<file path="config.mk">
export PLATFORM = sky130hd
export DESIGN_NAME = loc_irq_unit
export DESIGN_NICKNAME = d
export VERILOG_FILES = /design/src/rtl/loc_irq_unit.sv
export SDC_FILE = /design/constraint.sdc
export NUM_CORES = 1
export LEC_CHECK = 0
export BUFFER_PORTS_ARGS = -buffer_cell sky130_fd_sc_hd__buf_4
export CORE_UTILIZATION = 53
export CTS_CLUSTER_DIAMETER = 120
export DETAILED_ROUTE_END_ITERATION = 8
export PLACE_DENSITY_LB_ADDON = 0.08
export SLEW_MARGIN = 30
export SYNTH_ARGS = -nofsm -noshare
export SYNTH_HDL_FRONTEND = slang
export SYNTH_SLANG_ARGS = --single-unit
</file>
<file path="constraint.sdc">
create_clock -name clk -period 3.19 [get_ports clk]
set_input_delay 0.638 -clock clk [delete_from_list [all_inputs] [get_ports clk]]
set_output_delay 0.638 -clock clk [all_outputs]
set_load 0.02 [all_outputs]
</file>
<file path="src/rtl/loc_irq_unit.sv">
module loc_irq_unit #(
  parameter int          NUM_LOC  = 5,
  parameter int          LOC_W    = 8,
  parameter int          LINE_NUM = 11,
  parameter logic [31:0] CAP_WORD = 32'h3000_0697
) (
  input  logic             clk,
  input  logic             rst_n,
  input  logic [LOC_W-1:0] active_loc,
  input  logic [LOC_W-1:0] acc_loc,
  input  logic [1:0]       acc_sel,
  input  logic             acc_wr,
  input  logic [31:0]      acc_wdata,
  output logic [31:0]      rd_data,
  input  logic [3:0]       ev_pulse,
  input  logic [LOC_W-1:0] ev_loc,
  output logic             irq_o
);
  localparam logic [1:0] SEL_EN  = 2'd0;
  localparam logic [1:0] SEL_ST  = 2'd1;
  localparam logic [1:0] SEL_VEC = 2'd2;
  localparam logic [1:0] POL_RST = 2'b01;

  function automatic logic [31:0] src_to_word(input logic [3:0] s);
    return {24'b0, s[3], 4'b0, s[2:0]};
  endfunction

  function automatic logic [3:0] word_to_src(input logic [31:0] w);
    return {w[7], w[2:0]};
  endfunction

  logic             gie_q [NUM_LOC];
  logic [1:0]       pol_q [NUM_LOC];
  logic [3:0]       src_q [NUM_LOC];
  logic [3:0]       st_q  [NUM_LOC];
  logic [NUM_LOC-1:0] latch_any;
  logic [NUM_LOC-1:0] drop_req;

  genvar g;
  generate
    for (g = 0; g < NUM_LOC; g++) begin : g_loc
      logic       is_ev, wr_ok;
      logic [3:0] set_v, clr_v, kept;

      assign is_ev = (ev_loc == LOC_W'(g));
      assign wr_ok = acc_wr && (acc_loc == LOC_W'(g)) && (active_loc == LOC_W'(g));
      assign set_v = is_ev ? (ev_pulse & src_q[g] & {4{gie_q[g]}}) : 4'b0;
      assign clr_v = (wr_ok && acc_sel == SEL_ST) ? word_to_src(acc_wdata) : 4'b0;
      assign kept  = st_q[g] & ~clr_v;

      assign latch_any[g] = |set_v;
      assign drop_req[g]  = (|clr_v) && (|st_q[g]) && (kept == 4'b0);

      always_ff @(posedge clk or negedge rst_n) begin
        if (!rst_n) begin
          gie_q[g] <= 1'b0;
          pol_q[g] <= POL_RST;
          src_q[g] <= 4'b0;
          st_q[g]  <= 4'b0;
        end else begin
          st_q[g] <= kept | set_v;
          if (wr_ok && acc_sel == SEL_EN) begin
            gie_q[g] <= acc_wdata[31];
            pol_q[g] <= acc_wdata[4:3];
            src_q[g] <= word_to_src(acc_wdata);
          end
        end
      end
    end
  endgenerate

  always_ff @(posedge clk or negedge rst_n) begin
    if (!rst_n)          irq_o <= 1'b0;
    else if (|latch_any) irq_o <= 1'b1;
    else if (|drop_req)  irq_o <= 1'b0;
  end

  always_comb begin
    logic [31:0] en_w, st_w;
    en_w = 32'b0;
    st_w = 32'b0;
    for (int i = 0; i < NUM_LOC; i++) begin
      if (acc_loc == LOC_W'(i)) begin
        en_w = {gie_q[i], 26'b0, pol_q[i], 3'b0} | src_to_word(src_q[i]);
        st_w = src_to_word(st_q[i]);
      end
    end
    case (acc_sel)
      SEL_EN:  rd_data = en_w;
      SEL_ST:  rd_data = st_w;
      SEL_VEC: rd_data = {28'b0, 4'(LINE_NUM)};
      default: rd_data = CAP_WORD;
    endcase
  end
endmodule


</file>
==> metrics.txt, run 1 <==
drt drc 12; fin crit share 0.933; CTS clk-pin slew, worst paths 0.10 ns; asr flop ratio synth 1.00; Sw Ratio 0.253; R2R Path Start gie_q[0]$_DFFE_PN0P_; Seq/Total Area, Yosys 0.390; hold crit path type in -> async; crit path time final 2.98 ns; Post-Route Setup TNS 0 ns; core area 0.00646 mm^2; Peak Freq 0.336 GHz; RSZ-0062 raised after global routing no; area leader, netlist dfrtp_1; status finished, violations left; Reg power frac 0.514; CTS sink count 56; Gates resized, CTS repair 0; flop-to-flop setup slack 1.36 ns; post-route cell area 0.00408 mm^2; I/O pin count 98; CP cell instances buf_4 > or4_4 > nor3b_2 > buf_4 > a22o_1 > a211oi_1 > nand2_1 > buf_4; Chip Height 84.5 um; vias per cell 6.48; Switch Pwr 349 uW; number of flops mapped to enable cells by yosys 0; clock power share 0.355; Longest Clk Path Bufs 2; H-tree depth 2; max_slew headroom 0.520; CTS root buffer clkbuf_8; pin count of the biggest net entering global routing 57; skew final 0.00522 ns; post-synth top area share 0.354; Post-Syn Instances 341; FP Rows 29; Initial Util 0.559; Int Power 1030 uW; WP data arrival 2.34 ns; number of max-cap violations 0; Min Hold Slack 0.375 ns; Final Max Slew Viols 0; maximum fanout along the worst path 5; Port Buffers 51; Setup-failing EPs final 0; Seq cells post-synth 56; Pre-antenna DRT Iters 7; worst skew pair latency 0.31 ns; GRT overflow 0; Area contributors post-synth dfrtp_1, mux2_2, buf_4; Synth Cell Area 0.00361 mm^2; Via Count 2,999; CP peak stage delay 0.56 ns; Avg Synthesized Cell Area 10.6 um^2; GPL Wtd Cong 0.904; Area Growth Syn to Fin 12.9%; Util after Layout 0.631; Die ar. 0.00714 mm^2; Comb power frac 0.131; R2R depth 5; Worst EP required 2.55 ns; number of global-route vias before repair 2,822; DR iter-0 viols 316; Crit Reg-Reg Endpoint irq_o$_DFFE_PN0P_; first-pass GRT wire length 15,200 um; CP Class in -> out; actual slew at the worst max-slew pin 0.711 ns; DRT antenna net count 0; most frequent CP cell buf_4; crit path capture type output port; final wirelength 9470 um; Nets 454; Post-CTS Setup Inserts 0; initial antenna violation count 0; Leak 0.00186 uW; Final Hold Violating Endpoints 0; Yosys warnings 0; routed len/inst 20.4 um; placed cell area 0.00395 mm^2; slowest CP cell or4_4; total global-route track usage 0.279; crit start category input pin; Main synth FF type dfrtp_1; antenna diode count 0; PD cells 339 mW/mm^2; hold_buf cts 0; CTS Buf Count 5; failing checks DRC; HPWL Detailed 6920 um; share of layout cells above drive strength 1 0.316; Netlist cell types 54; Max IR drop VDD 0.171 mV; die span in x 84.5 um; CTS tree yes
-- Yosys cell counts (2+ instances only) --
master / count
a211oi_1: 2
a222oi_1: 3
nor2_1: 6
mux2i_1: 4
dfrtp_1: 51
o2bb2ai_1: 12
nand2_1: 39
nand4_2: 2
mux4_2: 7
inv_1: 9
a221o_1: 2
a22oi_1: 2
buf_2: 2
buf_4: 24
o211ai_1: 5
dfstp_2: 5
nor4b_1: 2
nor3b_1: 3
nor4b_4: 2
nor4_1: 9
a22o_1: 9
a21oi_1: 3
o31ai_1: 2
and3_1: 6
clkbuf_1: 11
o22ai_1: 7
nor3_1: 8
nand2b_1: 21
ha_1: 4
nand3_1: 6
a32o_1: 12
mux2_2: 35
nand4_1: 5
-- power groups by stage --
| stage | Combinational, uW | Clock [uW] | Sequential (uW) |
|---|---|---|---|
| after floorplan | 112 | 0 | 724 |
| after global placement | 179 | 0 | 723 |
| after detailed placement | 180 | 0 | 723 |
| after CTS | 180 | 503 | 710 |
| after global routing | 195 | 523 | 710 |
| final | 181 | 490 | 710 |
-- worst max-delay path by stage --
stage	end	slack, ns	start
global route	rd_data[1]	0.13	acc_loc[4]
global placement	rd_data[1]	0.24	acc_loc[4]
floorplan	rd_data[31]	0.34	acc_loc[4]
finish	rd_data[1]	0.21	acc_loc[4]
detailed placement	rd_data[1]	0.24	acc_loc[4]
CTS	rd_data[1]	0.23	acc_loc[4]
-- critical path: cells and delay by family --
kind                   cells  cell delay, ns
buffers and inverters      3            0.45
AND/OR/NAND/NOR            3            1.01
AO/OA/AOI/OAI              2            0.24
-- layout make-up --
type                            instances  area, um^2
Fill cell                             546        2380
Multi-Input combinational cell        257        2000
Sequential cell                        56        1410
Timing Repair Buffer                   56         420
Tap cell                               77        96.3
Clock buffer                            6        82.6
Clock inverter                          2        38.8
Inverter                                9        33.8
-- placed cells by master (no fill, tap or decap), types with 5 or more instances in the layout --
cell       synthesis  final
buf_4             24     56
dfrtp_1           51     51
nand2_1           39     39
mux2_2            35     35
nand2b_1          21     21
conb_1             1     21
a32o_1            12     12
o2bb2ai_1         12     12
nor4_1             9      9
inv_1              9      9
a22o_1             9      9
nor3_1             8      8
o22ai_1            7      7
mux4_2             7      7
nor2_1             6      6
and3_1             6      6
nand3_1            6      6
clkbuf_8           0      6
o211ai_1           5      5
nand4_1            5      5
dfstp_2            5      5
-- kinds of logic (layout without fill, tap and decap cells) --
family / Yosys count / in the layout / share of synthesized area
other: 1 / 21 / 0.00104
AO/OA/AOI/OAI: 63 / 63 / 0.145
flip-flops: 56 / 56 / 0.390
AND/OR/NAND/NOR: 123 / 123 / 0.208
adder cells (fa/ha/maj): 4 / 4 / 0.0139
buffers and inverters: 48 / 73 / 0.0777
multiplexers: 46 / 46 / 0.164
-- metrics by stage --
step | instances | total power (uW) | setup WS, ns
floorplan | 361 | 835 | 0.337
CTS | 463 | 1390 | 0.235
finish | 463 | 1380 | 0.212
detailed placement | 455 | 904 | 0.243
global route | 463 | 1430 | 0.129
global placement | 455 | 902 | 0.240
-- state kept, by name, indices dropped and copies added, names as in the netlist --
signal  count
gie_q       5
irq_o       1
pol_q      10
src_q      20
st_q       20
-- routing by layer --
metal  vias up  track usage  part of all wire
met3        16       0.0344             0.066
met1      1498        0.423              0.46
met2       143        0.414              0.46
li1       1342            -                 -
met4         0       0.0955             0.018
met5         -            0                 0
Power figures use the tool's default switching activity.
==> run 2: changes to the inputs <==
--- a/config.mk
+++ b/config.mk
@@ -6,9 +6,12 @@
 export NUM_CORES = 1
 export LEC_CHECK = 0
 export BUFFER_PORTS_ARGS = -buffer_cell sky130_fd_sc_hd__buf_4
-export CORE_UTILIZATION = 53
+export CELL_PAD_IN_SITES_DETAIL_PLACEMENT = 0
+export CELL_PAD_IN_SITES_GLOBAL_PLACEMENT = 1
+export CORE_UTILIZATION = 37
 export CTS_CLUSTER_DIAMETER = 120
 export DETAILED_ROUTE_END_ITERATION = 8
+export MAX_ROUTING_LAYER = met4
 export PLACE_DENSITY_LB_ADDON = 0.08
 export SLEW_MARGIN = 30
 export SYNTH_ARGS = -nofsm -noshare
==> constraint.sdc (replaced) <==
create_clock -name clk -period 2.48 [get_ports clk]
set_input_delay 0.496 -clock clk [delete_from_list [all_inputs] [get_ports clk]]
set_output_delay 0.496 -clock clk [all_outputs]
set_load 0.02 [all_outputs]
==> metrics.txt, run 2 (same netlist as run 1, synthesis figures left out) <==
max_slew headroom 0.510 (-0.0100); crit start category input pin; antenna diode count 0 (unchanged); number of max-cap violations 0 (unchanged); R2R Path Start gie_q[0]$_DFFE_PN0P_; Min Hold Slack 0.229 ns (-0.146 ns); maximum fanout along the worst path 5 (unchanged); Port Buffers 51 (unchanged); Pwr Total 1830 uW (+32%); CP Class in -> out; Longest Clk Path Bufs 2 (unchanged); Crit Reg-Reg Endpoint irq_o$_DFFE_PN0P_; Via Count 2,950 (-1.6%); R2R depth 6 (+1); most frequent cells in the layout buf_4, dfrtp_1, nand2_1; GPL Wtd Cong 0.789 (-13%); fin crit share 1.01; Pre-antenna DRT Iters 4 (-3); CTS sink count 56 (unchanged); Chip Height 101 um (+19%); Switch Pwr 489 uW (+40%); final wirelength 10,900 um (+15%); Die ar. 0.0102 mm^2 (+42%); share of layout cells above drive strength 1 0.362 (+0.0455); CTS clk-pin slew, worst paths 0.11 ns (about the same); RSZ-0062 raised after global routing yes; routed len/inst 20.5 um (+0.40%); CTS Buf Count 5 (unchanged); Nets 469 (+3.3%); top flop regs src_q (20), st_q (20), pol_q (10); Sw Ratio 0.268 (+0.0146); Final Max Slew Viols 0 (unchanged); Worst EP required 1.98 ns (-0.57 ns); Reg power frac 0.500 (-0.014); Comb power frac 0.139 (+0.008); Int Power 1340 uW (+30%); Leak 0.00196 uW (+5.6%); flop-to-flop setup slack 0.57 ns (-0.79 ns); actual slew at the worst max-slew pin 0.735 ns (+0.0247 ns); H-tree depth 2 (unchanged); hold crit path type in -> async; drt drc 0 (-12); WP data arrival 2.01 ns (-0.33 ns); Max IR drop VDD 0.223 mV (+30%); hold_buf cts 0 (unchanged); FP Rows 35 (+21%); CTS root buffer clkbuf_8; DR iter-0 viols 288 (-8.9%); initial antenna violation count 0 (unchanged); Final Hold Violating Endpoints 0 (unchanged); worst skew pair latency 0.32 ns (about the same); failing checks setup timing; beginning of the critical path acc_loc[3]; Post-Route Setup TNS -0.0228 ns (-0.0228 ns); vias per cell 5.57 (-14%); fillcell total 914 (+67%); Util after Layout 0.465 (-0.166); PD cells 421 mW/mm^2 (+24%); HPWL Detailed 8040 um (+16%); number of global-route vias before repair 2,873 (+1.8%); GRT overflow 0 (unchanged); core area 0.00933 mm^2 (+44%); Setup-failing EPs final 1 (+1); clock power share 0.361 (+0.006); total global-route track usage 0.235 (-0.0436); Initial Util 0.387 (-0.172); status finished, violations left; I/O pin count 98 (unchanged); CTS tree yes; DRT antenna net count 0 (unchanged); first-pass GRT wire length 17,100 um (+13%); skew final 0.0119 ns (+0.00671 ns); Peak Freq 0.400 GHz; pin count of the biggest net entering global routing 57 (unchanged); crit path time final 2.50 ns; commonest non-fill, non-tap cell in the layout buf_4; Area Growth Syn to Fin 20.1%; Setup WS post-layout -0.0228 ns (-0.235 ns); die span in x 101 um (+19%); crit path capture type output port
## run 2: worst max-delay path: stages
cell      delay (ns)
buf_6           0.09
or4_4           0.57
nor3b_4         0.26
buf_6           0.15
a22o_1          0.15
a211oi_2        0.07
nand2_1         0.11
buf_6           0.12
## run 2: layout make-up
type                            instances  area, um^2  share of cell area
Multi-Input combinational cell        257        2040               0.470
Inverter                                9        33.8             0.00779
Clock inverter                          2        38.8             0.00895
Clock buffer                            6        82.6              0.0190
Timing Repair Buffer                   71         572               0.132
Sequential cell                        56        1410               0.325
Tap cell                              129         161              0.0372
## run 2: power by group through the flow
| stage | combinational, uW | clock [uW] | sequential [uW] |
|---|---|---|---|
| global route | 276 | 713 | 913 |
| detailed placement | 246 | 0 | 931 |
| CTS | 251 | 683 | 913 |
| finish | 254 | 659 | 913 |
| global placement | 246 | 0 | 931 |
| floorplan | 144 | 0 | 931 |
## run 2: timing repair
item                                    CTS  global route
setup buffers                             0             0
pin swaps                                 5            11
resized for setup                         8             6
endpoints found under the setup margin    5             6
## run 2: worst max-delay path by stage
| stage | end | slack (ns) |
|---|---|---|
| global placement | rd_data[1] | -0.06 |
| finish | rd_data[0] | -0.02 |
| detailed placement | rd_data[0] | -0.06 |
| floorplan | rd_data[3] | 0.02 |
| CTS | rd_data[0] | 0.003 |
| global route | rd_data[0] | -0.10 |
## run 2: layer usage
metal  wire (um)  vias to the layer above  global-route usage
li1            -                     1378                   -
met1        5180                     1471               0.345
met2        5140                       93               0.350
met3         461                        8              0.0250
met4          99                        0              0.0513
met5           0                        -                   -
## run 2: per-stage QoR
| step | instance area (um^2) | cells | worst slack (ns) |
|---|---|---|---|
| 5_1_grt | 4340 | 530 | -0.102 |
| 4_1_cts | 4310 | 530 | 0.00323 |
| 2_1_floorplan | 3690 | 361 | 0.0164 |
| 3_5_place_dp | 4150 | 522 | -0.0584 |
| 6_report | 4340 | 530 | -0.0228 |
| 3_3_place_gp | 4150 | 522 | -0.0606 |
==> run 3: changes to the inputs <==
--- a/config.mk
+++ b/config.mk
@@ -5,14 +5,15 @@
 export SDC_FILE = /design/constraint.sdc
 export NUM_CORES = 1
 export LEC_CHECK = 0
-export BUFFER_PORTS_ARGS = -buffer_cell sky130_fd_sc_hd__buf_4
 export CELL_PAD_IN_SITES_DETAIL_PLACEMENT = 0
 export CELL_PAD_IN_SITES_GLOBAL_PLACEMENT = 1
-export CORE_UTILIZATION = 37
+export CORE_UTILIZATION = 44
 export CTS_CLUSTER_DIAMETER = 120
 export DETAILED_ROUTE_END_ITERATION = 8
+export DONT_BUFFER_PORTS = 1
 export MAX_ROUTING_LAYER = met4
 export PLACE_DENSITY_LB_ADDON = 0.08
+export RECOVER_POWER = 100
 export SLEW_MARGIN = 30
 export SYNTH_ARGS = -nofsm -noshare
 export SYNTH_HDL_FRONTEND = slang
==> metrics.txt, run 3 (same netlist as run 1, synthesis figures left out) <==
status finished clean; actual slew at the worst max-slew pin 1.40 ns (+0.660 ns); H-tree depth 2 (unchanged); Setup WS post-layout 0.0948 ns (+0.118 ns); number of global-route vias before repair 2,612 (-9.1%); Peak Freq 0.419 GHz (+4.9%); drt drc 0 (unchanged); Max IR drop VDD 0.261 mV (+17%); WP data arrival 1.89 ns (-0.12 ns); antenna diode count 0 (unchanged); Min Hold Slack 0.315 ns (+0.0857 ns); HPWL Detailed 7240 um (-9.9%); Initial Util 0.460 (+0.0730); routed len/inst 22.1 um (+7.9%); CTS root buffer clkbuf_8; CTS clk-pin slew, worst paths 0.10 ns (about the same); Reg power frac 0.589 (+0.089); Longest Clk Path Bufs 2 (unchanged); GPL Wtd Cong 0.789 (about the same); Pre-antenna DRT Iters 4 (unchanged); hold crit path type in -> reg; RSZ-0062 raised after global routing no; FP Rows 32 (-8.6%); fin crit share 0.962 (-0.0474); Via Count 2,775 (-5.9%); Post-Route Setup TNS 0 ns (+0.0228 ns); Setup-failing EPs final 0 (-1); Int Power 1150 uW (-14%); crit start category input pin; maximum fanout along the worst path 8 (+3); commonest non-fill, non-tap cell in the layout dfrtp_1; DR iter-0 viols 227 (-21%); Pwr Total 1550 uW (-15%); first-pass GRT wire length 15,600 um (-8.8%); CTS tree yes; CTS sink count 56 (unchanged); worst skew pair latency 0.31 ns (about the same); initial antenna violation count 0 (unchanged); clock power share 0.333 (-0.028); PD cells 421 mW/mm^2 (-0.10%); top flop regs src_q (20), st_q (20), pol_q (10); CP Class in -> out; most frequent cells in the layout dfrtp_1, nand2_1, mux2_2; share of layout cells above drive strength 1 0.203 (-0.158); pre-CTS setup slack 0.119 ns (+0.177 ns); Switch Pwr 398 uW (-18%); GRT overflow 0 (unchanged); Die ar. 0.00857 mm^2 (-16%); max_slew headroom 0.0696 (-0.440); I/O pin count 98 (unchanged); final wirelength 9880 um (-9.2%); total global-route track usage 0.251 (+0.0162); number of max-cap violations 0 (unchanged); CTS Buf Count 5 (unchanged); skew final 0.00755 ns (-0.00439 ns); vias per cell 6.22 (+12%); Sw Ratio 0.257 (-0.0104); Final Hold Violating Endpoints 0 (unchanged); pin count of the biggest net entering global routing 57 (unchanged); Area Growth Syn to Fin 2.05%; core area 0.00785 mm^2 (-16%); Final Max Slew Viols 0 (unchanged); die span in x 92.6 um (-8.1%); Chip Height 92.6 um (-8.1%); crit path capture type output port; Nets 412 (-12%); Post-CTS Setup Inserts 0 (unchanged); Leak 0.00155 uW (-21%); Gates resized, CTS repair 0 (-8); DRT antenna net count 0 (unchanged); crit path time final 2.39 ns (-0.118 ns); Comb power frac 0.077 (-0.062); Worst EP required 1.98 ns (about the same); Port Buffers 0 (-100%)
run 3: path summary, 6_finish.rpt:
| kind | start | cells past startpoint | endpoint | slack [ns] |
|---|---|---|---|---|
| worst max-delay path | acc_loc[4] | 6 | rd_data[3] | 0.09 |
| worst min-delay path | ev_pulse[2] | 2 | st_q[10]$_DFF_PN0_ | 0.31 |
| worst max register to register | gie_q[0]$_DFFE_PN0P_ | 5 | irq_o$_DFFE_PN0P_ | 0.73 |
| worst min register to register | pol_q[5]$_DFFE_PN0P_ | 1 | pol_q[5]$_DFFE_PN0P_ | 0.51 |
| max in group asynchronous | rst_n | 1 | irq_o$_DFFE_PN0P_ | 1.16 |
| min in group asynchronous | rst_n | 1 | src_q[13]$_DFFE_PN0P_ | 0.50 |
run 3: routing by layer:
layer,track usage,part of all wire
met2,0.366,0.47
met4,0.0573,0.012
met1,0.367,0.46
met3,0.0411,0.053
met5,-,0
run 3: layout make-up:
type,count,area (um^2)
multi-input combinational,257,1950
clock buffer,5,68.8
tap,102,128
fill,756,4170
inverter,9,33.8
sequential,56,1410
timing repair buffer,14,72.6
clock inverter,3,22.5
run 3: critical path, stage by stage:
cell,delay [ns]
or4_4,0.55
nor3b_2,0.19
buf_4,0.19
a22oi_1,0.13
o22ai_1,0.14
clkbuf_2,0.19
run 3: power by group through the flow:
stage                     clock (uW)  sequential (uW)  combinational [uW]
after floorplan                    0              931                 144
after global placement             0              931                 106
after detailed placement           0              931                 106
after CTS                        538              913                 130
after global routing             573              913                 132
final                            517              913                 120
run 3: timing repair:
action,4_1_cts,5_1_grt
hold endpoints to repair,56,0
hold buffers,1,0
setup endpoints to repair,0,1
run 3: per-stage QoR:
stage | instance area [um^2] | util | cells
3_5_place_dp | 3670 | 0.468 | 437
5_1_grt | 3680 | 0.469 | 446
3_3_place_gp | 3670 | 0.468 | 437
2_1_floorplan | 3690 | - | 361
4_1_cts | 3790 | 0.483 | 446
6_report | 3680 | 0.469 | 446
